## config.mk

```make
export PLATFORM = sky130hd
export DESIGN_NAME = qenc_counter
export DESIGN_NICKNAME = d
export VERILOG_FILES = /design/src/rtl/qenc_pkg.sv /design/src/rtl/qenc_filter.sv /design/src/rtl/qenc_decode.sv /design/src/rtl/qenc_track.sv /design/src/rtl/qenc_counter.sv
export SDC_FILE = /design/constraint.sdc
export NUM_CORES = 1
export LEC_CHECK = 0
export ABC_AREA = 1
export BUFFER_PORTS_ARGS = -buffer_cell sky130_fd_sc_hd__buf_2
export CORE_MARGIN = 2
export CORE_UTILIZATION = 25
export CTS_BUF_LIST = sky130_fd_sc_hd__clkbuf_8
export DETAILED_ROUTE_END_ITERATION = 10
export SYNTH_ARGS = -nofsm -noshare
export SYNTH_HDL_FRONTEND = slang
export SYNTH_SLANG_ARGS = --single-unit
```

## constraint.sdc

```tcl
create_clock -name clk -period 5 [get_ports clk]
set_input_delay 1.5 -clock clk [delete_from_list [all_inputs] [get_ports clk]]
set_output_delay 1.5 -clock clk [all_outputs]
set_load 0.02 [all_outputs]
```

## src/rtl/qenc_pkg.sv

```systemverilog
package qenc_pkg;

  // configuration word, bit 0 at the bottom
  typedef struct packed {
    logic idx_inv;   // bit 3: falling index edge is active
    logic four_x;    // bit 2: count both phases
    logic clk_dir;   // bit 1: clock/direction inputs
    logic dir_inv;   // bit 0: complement direction
  } cfg_t;

  localparam int A_CFG  = 0;
  localparam int A_CMD  = 1;
  localparam int A_MAX  = 2;
  localparam int A_FLT  = 3;
  localparam int A_CMP0 = 4;

  localparam int CMD_CLR_POS = 0;
  localparam int CMD_ARM_IDX = 1;
  localparam int CMD_CLR_REV = 3;

endpackage

```

## src/rtl/qenc_filter.sv

```systemverilog
module qenc_filter #(
  parameter int FLT_W = 8
) (
  input  logic             clk,
  input  logic             rst_n,
  input  logic [FLT_W-1:0] len_i,
  input  logic             din,
  output logic             dout
);
  logic             s1_q, s2_q;
  logic [FLT_W-1:0] cnt_q;

  always_ff @(posedge clk or negedge rst_n) begin
    if (!rst_n) begin
      s1_q  <= 1'b0;
      s2_q  <= 1'b0;
      dout  <= 1'b0;
      cnt_q <= '0;
    end else begin
      s1_q <= din;
      s2_q <= s1_q;
      if (s2_q == dout) begin
        cnt_q <= '0;
      end else if (cnt_q >= len_i) begin
        dout  <= s2_q;
        cnt_q <= '0;
      end else begin
        cnt_q <= cnt_q + 1'b1;
      end
    end
  end

  // a new level is taken only once the wait has been served
  AST_FILT_WAIT: assert property (@(posedge clk) disable iff (!rst_n)
    (dout != $past(dout)) |-> ($past(cnt_q) >= $past(len_i)));

endmodule

```

## src/rtl/qenc_decode.sv

```systemverilog
module qenc_decode
  import qenc_pkg::*;
(
  input  logic clk,
  input  logic rst_n,
  input  cfg_t cfg_i,
  input  logic a_i,
  input  logic b_i,
  input  logic x_i,
  output logic step_o,
  output logic back_o,
  output logic err_o,
  output logic idx_o
);
  logic a_q, b_q, x_q;
  logic a_chg, b_chg, back_raw;

  always_ff @(posedge clk or negedge rst_n) begin
    if (!rst_n) begin
      a_q <= 1'b0;
      b_q <= 1'b0;
      x_q <= 1'b0;
    end else begin
      a_q <= a_i;
      b_q <= b_i;
      x_q <= x_i;
    end
  end

  always_comb begin
    a_chg = a_i ^ a_q;
    b_chg = b_i ^ b_q;
    if (cfg_i.clk_dir) begin
      step_o   = a_i & ~a_q;
      back_raw = b_i;
      err_o    = 1'b0;
    end else begin
      err_o    = a_chg & b_chg;
      step_o   = cfg_i.four_x ? (a_chg ^ b_chg) : (a_chg & ~b_chg);
      // after an A edge, equal levels mean B leads; after a B edge, unequal
      back_raw = a_chg ? (a_i ~^ b_i) : (a_i ^ b_i);
    end
    back_o = back_raw ^ cfg_i.dir_inv;
    idx_o  = cfg_i.idx_inv ? (~x_i & x_q) : (x_i & ~x_q);
  end

endmodule

```

## src/rtl/qenc_track.sv

```systemverilog
module qenc_track #(
  parameter int CNT_W = 16,
  parameter int REV_W = 12,
  parameter int NCMP  = 3
) (
  input  logic             clk,
  input  logic             rst_n,
  input  logic             step_i,
  input  logic             back_i,
  input  logic             err_i,
  input  logic             idx_i,
  input  logic             clr_pos_i,
  input  logic             arm_idx_i,
  input  logic             clr_rev_i,
  input  logic [CNT_W-1:0] max_i,
  input  logic [CNT_W-1:0] cmp_i [NCMP],
  input  logic [REV_W-1:0] rev_cmp_i,
  output logic             dir_o,
  output logic [CNT_W-1:0] pos_o,
  output logic [REV_W-1:0] rev_o,
  output logic [NCMP-1:0]  hit_o,
  output logic             rev_hit_o,
  output logic             idx_evt_o,
  output logic             dir_evt_o,
  output logic             err_evt_o,
  output logic             step_evt_o
);

  function automatic logic [CNT_W-1:0] pos_advance(
      input logic [CNT_W-1:0] p, input logic [CNT_W-1:0] m, input logic back);
    if (!back) return (p == m) ? '0 : p + 1'b1;
    else       return (p == '0) ? m : p - 1'b1;
  endfunction

  function automatic logic [REV_W-1:0] rev_advance(
      input logic [REV_W-1:0] r, input logic back);
    return back ? r - 1'b1 : r + 1'b1;
  endfunction

  logic             armed_q;
  logic             idx_clear;
  logic             pos_upd, rev_upd;
  logic [CNT_W-1:0] pos_n;
  logic [REV_W-1:0] rev_n;

  assign idx_clear = idx_i & armed_q;

  always_comb begin
    pos_upd = 1'b1;
    if (clr_pos_i || idx_clear) pos_n = '0;
    else if (step_i)            pos_n = pos_advance(pos_o, max_i, back_i);
    else begin
      pos_n   = pos_o;
      pos_upd = 1'b0;
    end
    rev_upd = 1'b1;
    if (clr_rev_i)  rev_n = '0;
    else if (idx_i) rev_n = rev_advance(rev_o, dir_o);
    else begin
      rev_n   = rev_o;
      rev_upd = 1'b0;
    end
  end

  always_ff @(posedge clk or negedge rst_n) begin
    if (!rst_n) begin
      dir_o      <= 1'b0;
      pos_o      <= '0;
      rev_o      <= '0;
      armed_q    <= 1'b0;
      rev_hit_o  <= 1'b0;
      idx_evt_o  <= 1'b0;
      dir_evt_o  <= 1'b0;
      err_evt_o  <= 1'b0;
      step_evt_o <= 1'b0;
    end else begin
      if (step_i) dir_o <= back_i;
      dir_evt_o  <= step_i & (back_i != dir_o);
      err_evt_o  <= err_i;
      step_evt_o <= step_i;
      idx_evt_o  <= idx_i;
      armed_q    <= arm_idx_i | (armed_q & ~idx_i);
      pos_o      <= pos_n;
      rev_o      <= rev_n;
      rev_hit_o  <= rev_upd && (rev_n == rev_cmp_i);
    end
  end

  for (genvar k = 0; k < NCMP; k++) begin : g_hit
    always_ff @(posedge clk or negedge rst_n) begin
      if (!rst_n) hit_o[k] <= 1'b0;
      else        hit_o[k] <= pos_upd && (pos_n == cmp_i[k]);
    end
    AST_HIT_EQUAL: assert property (@(posedge clk) disable iff (!rst_n)
      hit_o[k] |-> (pos_o == $past(cmp_i[k])));
  end

  AST_WRAP_FWD: assert property (@(posedge clk) disable iff (!rst_n)
    (step_i && !back_i && pos_o == max_i && !clr_pos_i && !idx_clear)
      |=> (pos_o == '0));
  AST_WRAP_REV: assert property (@(posedge clk) disable iff (!rst_n)
    (step_i && back_i && pos_o == '0 && !clr_pos_i && !idx_clear)
      |=> (pos_o == $past(max_i)));
  AST_DIR_TOGGLE: assert property (@(posedge clk) disable iff (!rst_n)
    dir_evt_o |-> (dir_o != $past(dir_o)));
  AST_IDX_MOVES: assert property (@(posedge clk) disable iff (!rst_n)
    ($past(idx_i) && !$past(clr_rev_i)) |-> (rev_o != $past(rev_o)));
  AST_ERR_HOLDS: assert property (@(posedge clk) disable iff (!rst_n)
    ($past(err_i) && !$past(clr_pos_i) && !$past(idx_clear))
      |-> (pos_o == $past(pos_o)));
  AST_REV_HIT: assert property (@(posedge clk) disable iff (!rst_n)
    rev_hit_o |-> (rev_o == $past(rev_cmp_i)));
  AST_CLEAR_POS: assert property (@(posedge clk) disable iff (!rst_n)
    $past(clr_pos_i) |-> (pos_o == '0));

endmodule

```

## src/rtl/qenc_counter.sv

```systemverilog
module qenc_counter
  import qenc_pkg::*;
#(
  parameter int CNT_W  = 16,
  parameter int REV_W  = 12,
  parameter int FLT_W  = 8,
  parameter int NCMP   = 3,
  parameter int ADDR_W = 3
) (
  input  logic              clk,
  input  logic              rst_n,
  input  logic              enc_a,
  input  logic              enc_b,
  input  logic              enc_idx,
  input  logic              wr_en,
  input  logic [ADDR_W-1:0] wr_addr,
  input  logic [CNT_W-1:0]  wr_data,
  output logic              dir_o,
  output logic [CNT_W-1:0]  pos_o,
  output logic [REV_W-1:0]  rev_o,
  output logic [NCMP-1:0]   pos_hit_o,
  output logic              rev_hit_o,
  output logic              idx_evt_o,
  output logic              dir_evt_o,
  output logic              err_evt_o,
  output logic              step_evt_o
);
  localparam int A_RCMP = A_CMP0 + NCMP;
  localparam int NIN    = 3;

  cfg_t             cfg_q;
  logic [CNT_W-1:0] max_q;
  logic [FLT_W-1:0] flt_len_q;
  logic [CNT_W-1:0] cmp_q [NCMP];
  logic [REV_W-1:0] rev_cmp_q;

  logic [NIN-1:0] raw, filt;
  logic           cmd_hit;
  logic           clr_pos, arm_idx, clr_rev;
  logic           step, back, err, idx;

  assign raw     = {enc_idx, enc_b, enc_a};
  assign cmd_hit = wr_en && (wr_addr == ADDR_W'(A_CMD));
  assign clr_pos = cmd_hit & wr_data[CMD_CLR_POS];
  assign arm_idx = cmd_hit & wr_data[CMD_ARM_IDX];
  assign clr_rev = cmd_hit & wr_data[CMD_CLR_REV];

  always_ff @(posedge clk or negedge rst_n) begin
    if (!rst_n) begin
      cfg_q     <= '0;
      max_q     <= '0;
      flt_len_q <= '0;
      rev_cmp_q <= '0;
    end else if (wr_en) begin
      if (wr_addr == ADDR_W'(A_CFG))  cfg_q     <= cfg_t'(wr_data[3:0]);
      if (wr_addr == ADDR_W'(A_MAX))  max_q     <= wr_data;
      if (wr_addr == ADDR_W'(A_FLT))  flt_len_q <= wr_data[FLT_W-1:0];
      if (wr_addr == ADDR_W'(A_RCMP)) rev_cmp_q <= wr_data[REV_W-1:0];
    end
  end

  for (genvar k = 0; k < NCMP; k++) begin : g_cmp
    always_ff @(posedge clk or negedge rst_n) begin
      if (!rst_n) cmp_q[k] <= '0;
      else if (wr_en && wr_addr == ADDR_W'(A_CMP0 + k)) cmp_q[k] <= wr_data;
    end
  end

  for (genvar g = 0; g < NIN; g++) begin : g_flt
    qenc_filter #(.FLT_W(FLT_W)) u_flt (
      .clk   (clk),
      .rst_n (rst_n),
      .len_i (flt_len_q),
      .din   (raw[g]),
      .dout  (filt[g])
    );
  end

  qenc_decode u_dec (
    .clk    (clk),
    .rst_n  (rst_n),
    .cfg_i  (cfg_q),
    .a_i    (filt[0]),
    .b_i    (filt[1]),
    .x_i    (filt[2]),
    .step_o (step),
    .back_o (back),
    .err_o  (err),
    .idx_o  (idx)
  );

  qenc_track #(.CNT_W(CNT_W), .REV_W(REV_W), .NCMP(NCMP)) u_trk (
    .clk        (clk),
    .rst_n      (rst_n),
    .step_i     (step),
    .back_i     (back),
    .err_i      (err),
    .idx_i      (idx),
    .clr_pos_i  (clr_pos),
    .arm_idx_i  (arm_idx),
    .clr_rev_i  (clr_rev),
    .max_i      (max_q),
    .cmp_i      (cmp_q),
    .rev_cmp_i  (rev_cmp_q),
    .dir_o      (dir_o),
    .pos_o      (pos_o),
    .rev_o      (rev_o),
    .hit_o      (pos_hit_o),
    .rev_hit_o  (rev_hit_o),
    .idx_evt_o  (idx_evt_o),
    .dir_evt_o  (dir_evt_o),
    .err_evt_o  (err_evt_o),
    .step_evt_o (step_evt_o)
  );

  // the step pulse and the error pulse come from exclusive decodes
  AST_ERR_NOT_STEP: assert property (@(posedge clk) disable iff (!rst_n)
    err_evt_o |-> !step_evt_o);

endmodule

```

==> impl_results.md <==
* Status: completed
* Combinational family with the most area after synthesis: simple AND/OR/NAND/NOR gates
* Power Dens Cells at 645 nW/um^2
* Fill count at 4424
* DRT Pass-1 Iters at 5
* # hold bufs at CTS at 0
* WHS at 0.355 ns
* Total chip power at 7.32 mW
* Top cell family by delay on the critical path: simple AND/OR/NAND/NOR gates
* Comb pwr share at 56.8%
* Area Overhead vs Synth at 12.1%
* Post_cts resized at 0
* CTS tree: yes
* Int Pwr at 3.50 mW
* Initial DRC Count at 738
* Leakage power at approximately 5.8 nW
* Slew Limit Fails at 0
* #FFs+latches synth at roughly 160
* Slowest Stage Delay on Critical Path at between 0.4 and 0.5 ns
* Sequential share of power at 29.3%
* Register area share after synthesis at approximately 40%
* Worst Path Class, Setup: reg2reg
* Worst Hold Depth at 0
* Worst endpoint required time at between 5 and 6 ns
* Library cells used by synthesis at 42
* Mean Syn Cell Area at 7.31 um^2
* Final net count at between 1500 and 2000
* Final setup violation count at 0
* Worst-path clk slew at about 0.080 ns
* I/O Buffers at 61
* Reg-to-Reg End: u_trk.hit_o[1]
* Vias in the first global route at slightly below 9000
* Synth Area in Adders at 5.51%
* Hold/Removal Path Class: reg2reg
* Initial core utilization at 25.4%
* CP endpoint kind: flop
* Worst path most repeated cell: nand2_1
* IO Pins at 62
* Gr ovfl total at 0
* Drt wl/cell at 14.8 um
* Post-placement cell area at 10900 um^2
* Pin count of the biggest net entering global routing at approximately 100
* Global Route Usage Sum at 14.3%
* Clock Path Buffers at 2
* Via density at 4.63
* Mapped Area at 10100 um^2
* Sw frac at 52.1%
* Synth top area share at roughly two fifths
* Post-layout min period at approximately 3.5 ns
* Max Fclk at 0.285 GHz
* Die Wd at a little over 200 um
* CP max FO at 16
* Worst R2R Start: g_flt[0].u_flt.dout
* CP bufs+invs at 4
* Core ar. at about 40000 um^2
* Std-Cell Rows at 73
* Worst Clk Skew at ~0.021 ns
* Final Cycle Share at around 70%
* Post-Place Worst Slack at 1.27 ns
* Design area at 11400 um^2
* Most frequent cells in the layout: nand2_1, inv_1, dfrtp_1
* Worst path arrival time at 3.90 ns
* Worst Slack Setup Final at 1.50 ns
* Post-CTS setup buffers at 0
* Worst slew pin tran at between 1 and 1.5 ns
* Largest area contributor in the netlist: dfrtp_1
* Gate Count Post-Synth at roughly 1400
* Synth area leaders: dfrtp_1, nand2_1, inv_1
* H-tree level count at 4
* Worst-path cell chain: ha_1, inv_1, ha_1, inv_1, nand2_1, nand2_1, nand2_2, inv_1, nor2_4, inv_1, nand2_1, nand2_1, nand2_2, nand2_1, nand2_1, nand2_1, nor2_1, nand3_1, nor2_1
* WHS Endpoint: g_flt[2].u_flt.s2_q
* Max VDD drop at 366 uV
* DRT Wirelength at 29100 um
* Final Hold Fails at 0
* Inst Count DP at 1941
* Root buffer cell: clkbuf_8
* Hold path startpoint: g_flt[2].u_flt.s1_q
* Compound-Gate Fraction of Synth Area at 9.86%
* Num Clock Sinks at ~160
* Simple-gate share of the synthesized area at 31.9%
* Clk_lat worst skew at 0.48 ns
* Inserted Clock Buffers at 17
* Slew margin rel. at between 20% and 30%
* RSZ-0062 raised after global routing: false
* Mux share of post-synthesis cell area at 0.111%
* Detailed placer's ending HPWL at 22200 um
* YS warnings at 0
* Worst setup SP type: flop
* Gpl congestion at 0.927
* Post-route antenna net violation count at 0
* Sw Pwr at 3.82 mW
* Reg2reg path depth at 19
* Initial antenna violation count at 0
* Post-Syn Nets at roughly 1500
* Vias at between 9000 and 10000
* Power share of the clock group at 13.9%
* Commonest non-fill, non-tap cell in the layout: nand2_1
* Die H at 205 um
* Fin cells at 1973
* Slowest CP cell: inv_1
* TNS Setup at 0 ns
* Diodes inserted at 0
* Maxcap violations at 0
* Flop-to-flop setup slack at between 1 and 1.5 ns
* Xor and xnor area share after synthesis at just over 3%
* Share of layout cells above drive strength 1 at between 10 and 15%
* Final core utilization at 28.5%
* First-pass GRT wire length at roughly 47000 um
* DIE AREA at 42100 um^2
* DRC at 0
cell type report:
type	count	area, um^2	area share (%)
clock buffer	17	234	2.06
clock inverter	15	183	1.61
inverter	206	773	6.81
multi-input combinational	983	5110	45.0
sequential	162	4050	35.7
tap	525	657	5.79
timing repair buffer	65	342	3.01
power groups by stage:
stage               Sequential (mW)  Combinational [mW]  Clock [mW]
finish                         2.15                4.16        1.02
floorplan                      2.06                3.08           0
detailed placement             2.16                4.13           0
global placement               2.16                4.05           0
global route                   2.19                4.73        1.10
CTS                            2.14                4.14        1.04
state kept, by name, summed over array words and instances (netlist names):
name / flops
u_dec.b_q: 1
u_trk.rev_o: 12
u_trk.step_evt_o: 1
u_trk.dir_evt_o: 1
u_trk.err_evt_o: 1
u_dec.x_q: 1
cfg_q: 4
g_flt.u_flt.s2_q: 3
u_trk.dir_o: 1
u_dec.a_q: 1
g_flt.u_flt.s1_q: 3
u_trk.hit_o: 3
u_trk.rev_hit_o: 1
g_flt.u_flt.cnt_q: 24
g_flt.u_flt.dout: 3
u_trk.idx_evt_o: 1
flt_len_q: 8
cmp_q: 48
u_trk.armed_q: 1
u_trk.pos_o: 16
rev_cmp_q: 12
max_q: 16
worst register-to-register path, stage by stage, from the launching register on:
cell	delay, ns
dfrtp_1	0.44
ha_1	0.34
inv_1	0.08
ha_1	0.27
inv_1	0.03
nand2_1	0.04
nand2_1	0.06
nand2_2	0.40
inv_1	0.47
nor2_4	0.41
inv_1	0.08
nand2_1	0.07
nand2_1	0.12
nand2_2	0.13
nand2_1	0.06
nand2_1	0.10
nand2_1	0.06
nor2_1	0.09
nand3_1	0.08
nor2_1	0.10
cells in the mapped netlist:
library cell	count
nand2_1	393
inv_1	191
dfrtp_1	162
o21ai_0	111
nand3_1	108
nor2_1	108
a21oi_1	47
ha_1	43
nand4_1	28
xor2_1	23
nand2_2	18
clkbuf_1	17
inv_2	15
nand3b_1	15
nand3_2	13
xnor2_1	11
nor3_1	10
a211oi_1	9
nor2_2	8
buf_4	6
buf_2	5
buf_6	5
nor2_4	4
o211ai_1	4
o21bai_1	4
nor4_1	3
o21a_1	3
or2_0	3
nor2_8	2
nor3_2	2
o21ai_1	2
a21oi_4	1
a32o_1	1
and3_1	1
fa_1	1
mux2_2	1
nand2_4	1
nand2b_1	1
o211ai_2	1
o21ai_2	1
or2_2	1
xnor2_2	1
cells by family (layout without fill, tap and decap cells):
kind of cell / count (synthesis) / count (layout)
xor+xnor: 35 / 35
fa+ha+maj: 44 / 44
buf+inv: 239 / 303
mux: 1 / 1
flops: 162 / 162
compound gates: 184 / 184
simple gates: 719 / 719
worst max-delay path by stage:
stage	from	end	slack [ns]	cells past startpoint
after floorplan	wr_en	u_trk.rev_hit_o	2.11	13
after global placement	wr_en	u_trk.rev_hit_o	1.33	13
after detailed placement	wr_addr[2]	u_trk.rev_hit_o	1.27	12
after CTS	g_flt[0].u_flt.dout	u_trk.hit_o[1]	1.47	19
after global routing	g_flt[0].u_flt.dout	u_trk.hit_o[1]	1.08	19
final	g_flt[0].u_flt.dout	u_trk.hit_o[1]	1.50	19
per-layer routing:
| metal | GRT usage, % | vias up | wire, um |
|---|---|---|---|
| met5 | 0 | - | 0 |
| met4 | 3.93 | 0 | 467 |
| met3 | 2.26 | 37 | 1570 |
| li1 | - | 4520 | - |
| met2 | 21.4 | 260 | 12400 |
| met1 | 21.3 | 4309 | 14700 |
Note: power is estimated with default switching activity, not from simulation.
